[config.mk]
export PLATFORM = sky130hd
export DESIGN_NAME = cs_group_decoder
export DESIGN_NICKNAME = d
export VERILOG_FILES = /design/src/rtl/cs_decode_pkg.sv /design/src/rtl/cs_cfg_regs.sv /design/src/rtl/cs_addr_match.sv /design/src/rtl/cs_cycle_ctrl.sv /design/src/rtl/cs_group_decoder.sv
export SDC_FILE = /design/constraint.sdc
export NUM_CORES = 2
export LEC_CHECK = 0
export BUFFER_PORTS_ARGS = -buffer_cell sky130_fd_sc_hd__buf_2
export CAP_MARGIN = 20
export CORE_UTILIZATION = 50
export CTS_CLUSTER_SIZE = 25
export DETAILED_ROUTE_END_ITERATION = 6
export PLACE_DENSITY = 0.66
export SLEW_MARGIN = 5
export SYNTH_ARGS = -nofsm -noshare
export SYNTH_HDL_FRONTEND = slang
export SYNTH_SLANG_ARGS = --single-unit
[constraint.sdc]
create_clock -name clk -period 4.4 [get_ports clk]
set_input_delay 0.66 -clock clk [delete_from_list [all_inputs] [get_ports clk]]
set_output_delay 0.66 -clock clk [all_outputs]
set_load 0.005 [all_outputs]
[src/rtl/cs_decode_pkg.sv]
package cs_decode_pkg;
    localparam int ADDR_W      = 32;
    localparam int GROUPS      = 4;
    localparam int PER_GROUP   = 4;
    localparam int NUM_CS      = GROUPS * PER_GROUP;
    localparam int IDX_W       = $clog2(NUM_CS);
    localparam int GRP_W       = $clog2(GROUPS);
    localparam int WAIT_W      = 3;
    localparam int MAX_WAITS   = 6;
    localparam int BIG_GROUPS  = 2;
    localparam int BIG_GRAN    = 16;
    localparam int SMALL_GRAN  = 12;
    localparam int CFG_AW      = 1 + IDX_W + 2;
    localparam int SYNC_STAGES = 2;

    // control word fields
    localparam int CTL_EN       = 0;
    localparam int CTL_WIDE     = 1;
    localparam int CTL_EXT      = 2;
    localparam int CTL_WAIT_LSB = 3;

    typedef struct packed {
        logic [ADDR_W-1:0] base;
        logic [ADDR_W-1:0] mask;
    } grp_cfg_t;

    typedef struct packed {
        logic              en;
        logic              wide;
        logic              ext;
        logic [WAIT_W-1:0] waits;
        logic [ADDR_W-1:0] cmp;
        logic [ADDR_W-1:0] mask;
    } sel_cfg_t;

    typedef enum logic [1:0] {ST_IDLE, ST_COUNT, ST_HOLD} cyc_state_t;

    // Low address bits that are always don't-care for a group class
    function automatic logic [ADDR_W-1:0] gran_mask(input int g);
        int bits;
        bits = (g < BIG_GROUPS) ? BIG_GRAN : SMALL_GRAN;
        return {ADDR_W{1'b1}} >> (ADDR_W - bits);
    endfunction

    function automatic logic window_hit(input logic [ADDR_W-1:0] a,
                                        input logic [ADDR_W-1:0] ref_v,
                                        input logic [ADDR_W-1:0] m);
        return ((a ^ ref_v) & ~m) == '0;
    endfunction

    function automatic logic [WAIT_W-1:0] clamp_waits(input logic [WAIT_W-1:0] v);
        return (v > WAIT_W'(MAX_WAITS)) ? WAIT_W'(MAX_WAITS) : v;
    endfunction
endpackage

[src/rtl/cs_cfg_regs.sv]
module cs_cfg_regs
    import cs_decode_pkg::*;
(
    input  logic              clk,
    input  logic              rst,
    input  logic              cfg_we,
    input  logic [CFG_AW-1:0] cfg_addr,
    input  logic [ADDR_W-1:0] cfg_wdata,
    output grp_cfg_t          grp_o [GROUPS],
    output sel_cfg_t          sel_o [NUM_CS]
);
    grp_cfg_t grp_q [GROUPS];
    sel_cfg_t sel_q [NUM_CS];

    logic            is_sel;
    logic [GRP_W-1:0] g_idx;
    logic [IDX_W-1:0] s_idx;
    logic [1:0]       s_fld;
    logic             g_pad_ok;

    assign is_sel   = cfg_addr[CFG_AW-1];
    assign g_idx    = cfg_addr[GRP_W:1];
    assign g_pad_ok = cfg_addr[CFG_AW-2:GRP_W+1] == '0;
    assign s_idx    = cfg_addr[IDX_W+1:2];
    assign s_fld    = cfg_addr[1:0];

    always_ff @(posedge clk) begin
        if (rst) begin
            for (int g = 0; g < GROUPS; g++) grp_q[g] <= '0;
            for (int n = 0; n < NUM_CS; n++) sel_q[n] <= '0;
            grp_q[0].mask <= '1;
            sel_q[0] <= '{en: 1'b1, wide: 1'b1, ext: 1'b0,
                          waits: WAIT_W'(MAX_WAITS), cmp: '0, mask: '1};
        end else if (cfg_we) begin
            if (!is_sel) begin
                if (g_pad_ok) begin
                    if (cfg_addr[0]) grp_q[g_idx].mask <= cfg_wdata;
                    else             grp_q[g_idx].base <= cfg_wdata;
                end
            end else begin
                case (s_fld)
                    2'd0: sel_q[s_idx].cmp  <= cfg_wdata;
                    2'd1: sel_q[s_idx].mask <= cfg_wdata;
                    2'd2: begin
                        sel_q[s_idx].en    <= cfg_wdata[CTL_EN];
                        sel_q[s_idx].wide  <= cfg_wdata[CTL_WIDE];
                        sel_q[s_idx].ext   <= cfg_wdata[CTL_EXT];
                        sel_q[s_idx].waits <= clamp_waits(cfg_wdata[CTL_WAIT_LSB +: WAIT_W]);
                    end
                    default: ;
                endcase
            end
        end
    end

    assign grp_o = grp_q;
    assign sel_o = sel_q;

    generate
        for (genvar n = 0; n < NUM_CS; n++) begin : g_chk
            assert_waits_limit_R5: assert property (@(posedge clk) disable iff (rst)
                sel_q[n].waits <= WAIT_W'(MAX_WAITS));
        end
    endgenerate
endmodule

[src/rtl/cs_addr_match.sv]
module cs_addr_match
    import cs_decode_pkg::*;
(
    input  logic [ADDR_W-1:0] addr,
    input  grp_cfg_t          grp_i [GROUPS],
    input  sel_cfg_t          sel_i [NUM_CS],
    output logic              hit,
    output logic [IDX_W-1:0]  hit_idx,
    output logic              hit_wide,
    output logic              hit_ext,
    output logic [WAIT_W-1:0] hit_waits
);
    logic [NUM_CS-1:0] match;

    generate
        for (genvar g = 0; g < GROUPS; g++) begin : g_grp
            logic [ADDR_W-1:0] gm;
            logic              grp_ok;
            assign gm     = grp_i[g].mask | gran_mask(g);
            assign grp_ok = window_hit(addr, grp_i[g].base, gm);
            for (genvar s = 0; s < PER_GROUP; s++) begin : g_sel
                localparam int N = g * PER_GROUP + s;
                logic [ADDR_W-1:0] sm;
                assign sm       = sel_i[N].mask | gran_mask(g);
                assign match[N] = sel_i[N].en && grp_ok &&
                                  window_hit(addr, sel_i[N].cmp, sm);
            end
        end
    endgenerate

    // lowest index wins
    always_comb begin
        hit     = 1'b0;
        hit_idx = '0;
        for (int i = NUM_CS - 1; i >= 0; i--) begin
            if (match[i]) begin
                hit     = 1'b1;
                hit_idx = IDX_W'(i);
            end
        end
    end

    assign hit_wide  = sel_i[hit_idx].wide;
    assign hit_ext   = sel_i[hit_idx].ext;
    assign hit_waits = sel_i[hit_idx].waits;
endmodule

[src/rtl/cs_cycle_ctrl.sv]
module cs_cycle_ctrl
    import cs_decode_pkg::*;
(
    input  logic              clk,
    input  logic              rst,
    input  logic              as_n,
    input  logic              rw,
    input  logic              uds_n,
    input  logic              lds_n,
    input  logic              ext_ack_n,
    input  logic              hit,
    input  logic [IDX_W-1:0]  hit_idx,
    input  logic              hit_wide,
    input  logic              hit_ext,
    input  logic [WAIT_W-1:0] hit_waits,
    output logic [NUM_CS-1:0] cs_n,
    output logic              done,
    output logic              oe_n,
    output logic              uwe_n,
    output logic              lwe_n,
    output logic              port_wide
);
    cyc_state_t         state;
    logic [IDX_W-1:0]   sel_idx;
    logic               sel_wide;
    logic               sel_ext;
    logic [WAIT_W-1:0]  cnt;
    logic [SYNC_STAGES-1:0] ack_sync;
    logic               active;
    logic               wr_cyc;

    always_ff @(posedge clk) begin
        if (rst) begin
            state    <= ST_IDLE;
            sel_idx  <= '0;
            sel_wide <= 1'b0;
            sel_ext  <= 1'b0;
            cnt      <= '0;
            done     <= 1'b0;
            ack_sync <= '0;
        end else begin
            ack_sync <= {ack_sync[SYNC_STAGES-2:0], ~ext_ack_n};
            done     <= 1'b0;
            if (as_n) begin
                state <= ST_IDLE;
            end else begin
                case (state)
                    ST_IDLE: if (hit) begin
                        state    <= ST_COUNT;
                        sel_idx  <= hit_idx;
                        sel_wide <= hit_wide;
                        sel_ext  <= hit_ext;
                        cnt      <= hit_waits;
                    end
                    ST_COUNT: begin
                        if (sel_ext) begin
                            if (ack_sync[SYNC_STAGES-1]) begin
                                done  <= 1'b1;
                                state <= ST_HOLD;
                            end
                        end else if (cnt == '0) begin
                            done  <= 1'b1;
                            state <= ST_HOLD;
                        end else begin
                            cnt <= cnt - 1'b1;
                        end
                    end
                    default: ;
                endcase
            end
        end
    end

    assign active    = state != ST_IDLE;
    assign wr_cyc    = active && !rw;
    assign cs_n      = active ? ~(NUM_CS'(1) << sel_idx) : '1;
    assign oe_n      = !(active && rw);
    assign uwe_n     = !(wr_cyc && (sel_wide ? !uds_n : (!uds_n || !lds_n)));
    assign lwe_n     = !(wr_cyc && sel_wide && !lds_n);
    assign port_wide = active && sel_wide;

    assert_done_pulse_R5: assert property (@(posedge clk) disable iff (rst)
        done |=> !done);
    assert_release_idle_R7: assert property (@(posedge clk) disable iff (rst)
        as_n |=> (state == ST_IDLE && !done));
    assert_sel_held_R3: assert property (@(posedge clk) disable iff (rst)
        (active && !as_n) |=> $stable(sel_idx));
    assert_cnt_range_R5: assert property (@(posedge clk) disable iff (rst)
        cnt <= WAIT_W'(MAX_WAITS));
endmodule

[src/rtl/cs_group_decoder.sv]
module cs_group_decoder
    import cs_decode_pkg::*;
(
    input  logic              clk,
    input  logic              rst,
    input  logic              cfg_we,
    input  logic [CFG_AW-1:0] cfg_addr,
    input  logic [ADDR_W-1:0] cfg_wdata,
    input  logic [ADDR_W-1:0] bus_addr,
    input  logic              bus_as_n,
    input  logic              bus_rw,
    input  logic              bus_uds_n,
    input  logic              bus_lds_n,
    input  logic              ext_ack_n,
    output logic [NUM_CS-1:0] cs_n,
    output logic              cyc_done,
    output logic              oe_n,
    output logic              uwe_n,
    output logic              lwe_n,
    output logic              port_wide
);
    grp_cfg_t          grp_cfg [GROUPS];
    sel_cfg_t          sel_cfg [NUM_CS];
    logic              hit;
    logic [IDX_W-1:0]  hit_idx;
    logic              hit_wide;
    logic              hit_ext;
    logic [WAIT_W-1:0] hit_waits;

    cs_cfg_regs u_regs (
        .clk(clk), .rst(rst), .cfg_we(cfg_we), .cfg_addr(cfg_addr),
        .cfg_wdata(cfg_wdata), .grp_o(grp_cfg), .sel_o(sel_cfg)
    );

    cs_addr_match u_match (
        .addr(bus_addr), .grp_i(grp_cfg), .sel_i(sel_cfg),
        .hit(hit), .hit_idx(hit_idx), .hit_wide(hit_wide),
        .hit_ext(hit_ext), .hit_waits(hit_waits)
    );

    cs_cycle_ctrl u_ctrl (
        .clk(clk), .rst(rst), .as_n(bus_as_n), .rw(bus_rw),
        .uds_n(bus_uds_n), .lds_n(bus_lds_n), .ext_ack_n(ext_ack_n),
        .hit(hit), .hit_idx(hit_idx), .hit_wide(hit_wide),
        .hit_ext(hit_ext), .hit_waits(hit_waits),
        .cs_n(cs_n), .done(cyc_done), .oe_n(oe_n), .uwe_n(uwe_n),
        .lwe_n(lwe_n), .port_wide(port_wide)
    );

    assert_one_select_R3: assert property (@(posedge clk) disable iff (rst)
        $onehot0(~cs_n));
    assert_oe_read_only_R8: assert property (@(posedge clk) disable iff (rst)
        !oe_n |-> (bus_rw && !(&cs_n)));
    assert_lwe_wide_only_R10: assert property (@(posedge clk) disable iff (rst)
        !lwe_n |-> (port_wide && !bus_rw));
    assert_no_write_on_read_R9: assert property (@(posedge clk) disable iff (rst)
        bus_rw |-> (uwe_n && lwe_n));
endmodule

==> impl_metrics.csv <==
group,metric,value,unit
outcome,outcome,"finished, final reports clean",
logic_synthesis,async_flop_share,0,%
sta,hold_viol,0,
power_and_ir_drop,power_frac_comb,8.2,%
placement,io_buffers,81,
logic_synthesis,synth_edf_count,0,
worst_setup_path,crit_required,4.93,ns
worst_setup_path,r2r_cells,15,
worst_setup_path,critical_path_arrival,4.54,ns
route,num_vias,31962,
clock_tree,clk_latency,0.65,ns
clock_tree,numCtsBuffers,86,
route,postRouteWirelength,129000,microns
sta,period_share,91.1,%
sta,fin_skew,0.0153,ns
route,drt_iter0_drc,4411,
global_routing,grtUsageTotal,35.2,%
placement,dpl_cell_area,37600,sq um
job,maxCapViolations,0,
power_and_ir_drop,clkPwrFrac,45.5,%
global_routing,antenna_found_initial,2,
die,io_pins,100,
power_and_ir_drop,p_int,0.0123,W
final_layout,area_delta_synth_final,14.4,%
worst_setup_path,r2r-end,"u_ctrl.cnt[1]",
power_and_ir_drop,power.leakage,13.8,nW
clock_tree,path_clk_slew,0.06,ns
clock_tree,post_cts_buffers,0,
worst_setup_path,cp_slowest_stage_delay,0.48,ns
route,ant_nets,0,
logic_synthesis,yosysMostFrequentCell,"dfxtp_1",
worst_setup_path,path_max_fanout,8,
die,row_count,97,
worst_setup_path,regToRegSetupSlack,0.49,ns
logic_synthesis,syn_area,35400,sq um
worst_setup_path,rr_startpoint,"u_regs.sel_o[119]",
route,wl_per_cell,25.5,microns
clock_tree,cts_tree,"done",
logic_synthesis,yosysUniqueCellTypes,60,
die,die-area,71800,sq um
logic_synthesis,synth_ff_type,"dfxtp_1",
sta,period_needed,4.01,ns
route,viasPerCell,6.30,
worst_setup_path,endpoint,"u_ctrl.cnt[1]",
final_layout,design_area,40500,sq um
logic_synthesis,ys_warn_count,0,
logic_synthesis,ys_seq_area_share,47.0,%
worst_setup_path,slowest_stage,"nor4b_1",
global_routing,grt_max_degree,213,
final_layout,final_nets,4148,
sta,report.final.setup_viol,0,
logic_synthesis,syn_avg_cell_area,8.76,sq um
power_and_ir_drop,p_seq_share,46.3,%
power_and_ir_drop,powerDensity,405,nW/um^2
sta,slew_viol_final,0,
logic_synthesis,synth_fp_nets,4124,
route,drcViolationCount,0,
power_and_ir_drop,worst_ir_drop_vdd,0.371,mV
logic_synthesis,synth_common_cells,"dfxtp_1, nor2_1, a22oi_1",
die,die_y,268,microns
clock_tree,htree_levels,3,
worst_setup_path,crit_path_end_kind,"register",
clock_tree,holdBufCountCts,0,
logic_synthesis,synth_area_leaders,"dfxtp_1, a22oi_1, xnor2_1",
die,initial_core_util,50.5,%
power_and_ir_drop,p_switching,0.00409,W
power_and_ir_drop,switching_share,25.0,%
global_routing,grt_pass1_wl,188000,microns
worst_setup_path,cp-start-kind,"input port",
sta,fmax,0.249,GHz
die,fp.dieW,268,microns
logic_synthesis,synth_top_area_share,47.0,%
placement,dp_hpwl,80300,microns
clock_tree,cts_sinks,830,
worst_setup_path,worstSetupPathType,"in2reg",
clock_tree,ctsResizeCount,0,
worst_setup_path,cp_common_cell,"o22ai_1",
logic_synthesis,yosysTopAreaCell,"dfxtp_1",
hold_path,worstHoldPathType,"in2reg",
logic_synthesis,syn_inst,4040,
sta,layout_setup_ws,0.392,ns
clock_tree,clockBufferDepth,3,
placement,dp_slack,-0.104,ns
route,drt_first_pass_iters,7,
global_routing,grt_pass1_vias,29242,
worst_setup_path,crit_chain,"buf_2, xnor2_1, o22ai_1, nor4_1, nand3_1, a41oi_2, nor4b_1, o21bai_2, inv_1, mux2_2, o22ai_1, o21ai_0, buf_4, a221oi_1",
clock_tree,root_buffer,"clkbuf_16",
final_layout,nFillCells,6335,
die,core-area,70000,sq um
final_layout,drive_gt1_share,12.4,%
sta,rsz0062_at_grt,"no",
worst_setup_path,critPathLaunch,"bus_addr[30]",
sta,slew_headroom,24.7,%
placement,gp_congestion,0.936,
logic_synthesis,synth-seq-cells,830,
global_routing,overflow,0,
sta,tightest_slew,1.13,ns
## worst min path at each step
stage | start | end | slack (ns) | depth (start not counted)
6_report | ext_ack_n | u_ctrl.ack_sync[0] | 0.17 | 2
3_3_place_gp | u_regs.grp_o[24] | u_regs.grp_o[24] | 0.44 | 2
4_1_cts | ext_ack_n | u_ctrl.ack_sync[0] | 0.15 | 2
3_5_place_dp | u_regs.grp_o[144] | u_regs.grp_o[144] | 0.45 | 2
2_1_floorplan | u_ctrl.ack_sync[0] | u_ctrl.ack_sync[1] | 0.41 | 1
5_1_grt | ext_ack_n | u_ctrl.ack_sync[0] | 0.17 | 2
## flip-flops by register name, indices dropped and copies added, names as in the netlist
register and flops:
u_ctrl.ack_sync 2, u_ctrl.cnt 3, u_ctrl.done 1, u_ctrl.sel_ext 1
u_ctrl.sel_idx 4, u_ctrl.sel_wide 1, u_ctrl.state 2, u_regs.grp_o 144
u_regs.sel_o 672
## stage by stage
| step | hold slack (ns) | power (W) | util, % | std cells | setup TNS, ns |
|---|---|---|---|---|---|
| floorplan | 0.414 | 0.00847 | - | 4040 | 0 |
| global placement | 0.442 | 0.00903 | 53.6 | 4907 | -0.00206 |
| detailed placement | 0.447 | 0.00903 | 53.7 | 4912 | -0.161 |
| CTS | 0.150 | 0.0164 | 57.7 | 5067 | 0 |
| global route | 0.169 | 0.0167 | 57.8 | 5072 | 0 |
| finish | 0.172 | 0.0164 | 57.8 | 5072 | 0 |
## power groups by stage
stage / clock network (W) / logic, W / registers [W]
2_1_floorplan: 0 / 0.000743 / 0.00773
3_3_place_gp: 0 / 0.00129 / 0.00774
3_5_place_dp: 0 / 0.00130 / 0.00774
4_1_cts: 0.00748 / 0.00130 / 0.00757
5_1_grt: 0.00778 / 0.00138 / 0.00757
6_report: 0.00745 / 0.00135 / 0.00757
## area by class of cell
type / instances / area [sq um] / share of cell area (%)
clock buffer: 131 / 2540 / 6.29
multi-input combinational: 2806 / 17200 / 42.4
antenna: 1 / 2.50 / 0.00619
tap: 940 / 1180 / 2.91
sequential: 830 / 16600 / 41.1
clock inverter: 24 / 294 / 0.727
timing repair buffer: 326 / 2610 / 6.45
inverter: 14 / 52.6 / 0.130
## logic make-up after synthesis
logic type | after synthesis | share of synthesized area (%)
AO/OA/AOI/OAI | 1099 | 21.5
XOR/XNOR | 360 | 8.96
adder cells (fa/ha/maj) | 5 | 0.177
buffers and inverters | 404 | 4.94
flip-flops | 830 | 47.0
multiplexers | 100 | 2.88
AND/OR/NAND/NOR | 1242 | 14.6
## layer usage
layer	track usage [%]	vias to the layer above	part of all wire, %
met5	0	-	0.010
met4	17.0	2	5.1
met3	6.55	365	10
met2	54.0	1750	44
met1	47.5	15543	41
li1	-	14302	-
## layout by cell type (no fill, tap or decap), types with 11 or more instances in the layout
master / instances
and2_1: 22
a21oi_1: 130
a221o_1: 20
nor4_1: 50
clkbuf_8: 16
nor3_1: 22
inv_1: 12
buf_2: 80
clkbuf_1: 26
a22oi_1: 652
xnor2_1: 358
nand3_1: 35
buf_12: 27
nand2_1: 268
o21ai_1: 42
buf_4: 213
nor3_2: 18
and3_1: 31
o21ai_0: 37
dfxtp_1: 830
clkbuf_16: 89
mux2i_1: 89
nor2_1: 747
o22ai_1: 183
clkinv_2: 11
## worst max-delay path: cells and delay by family
family / cells / cell delay [ns]
buf+inv: 3 / 0.86
compound gates: 6 / 1.19
mux: 1 / 0.40
xor+xnor: 1 / 0.18
simple gates: 3 / 1.25
(Power assumes the default switching activity.)
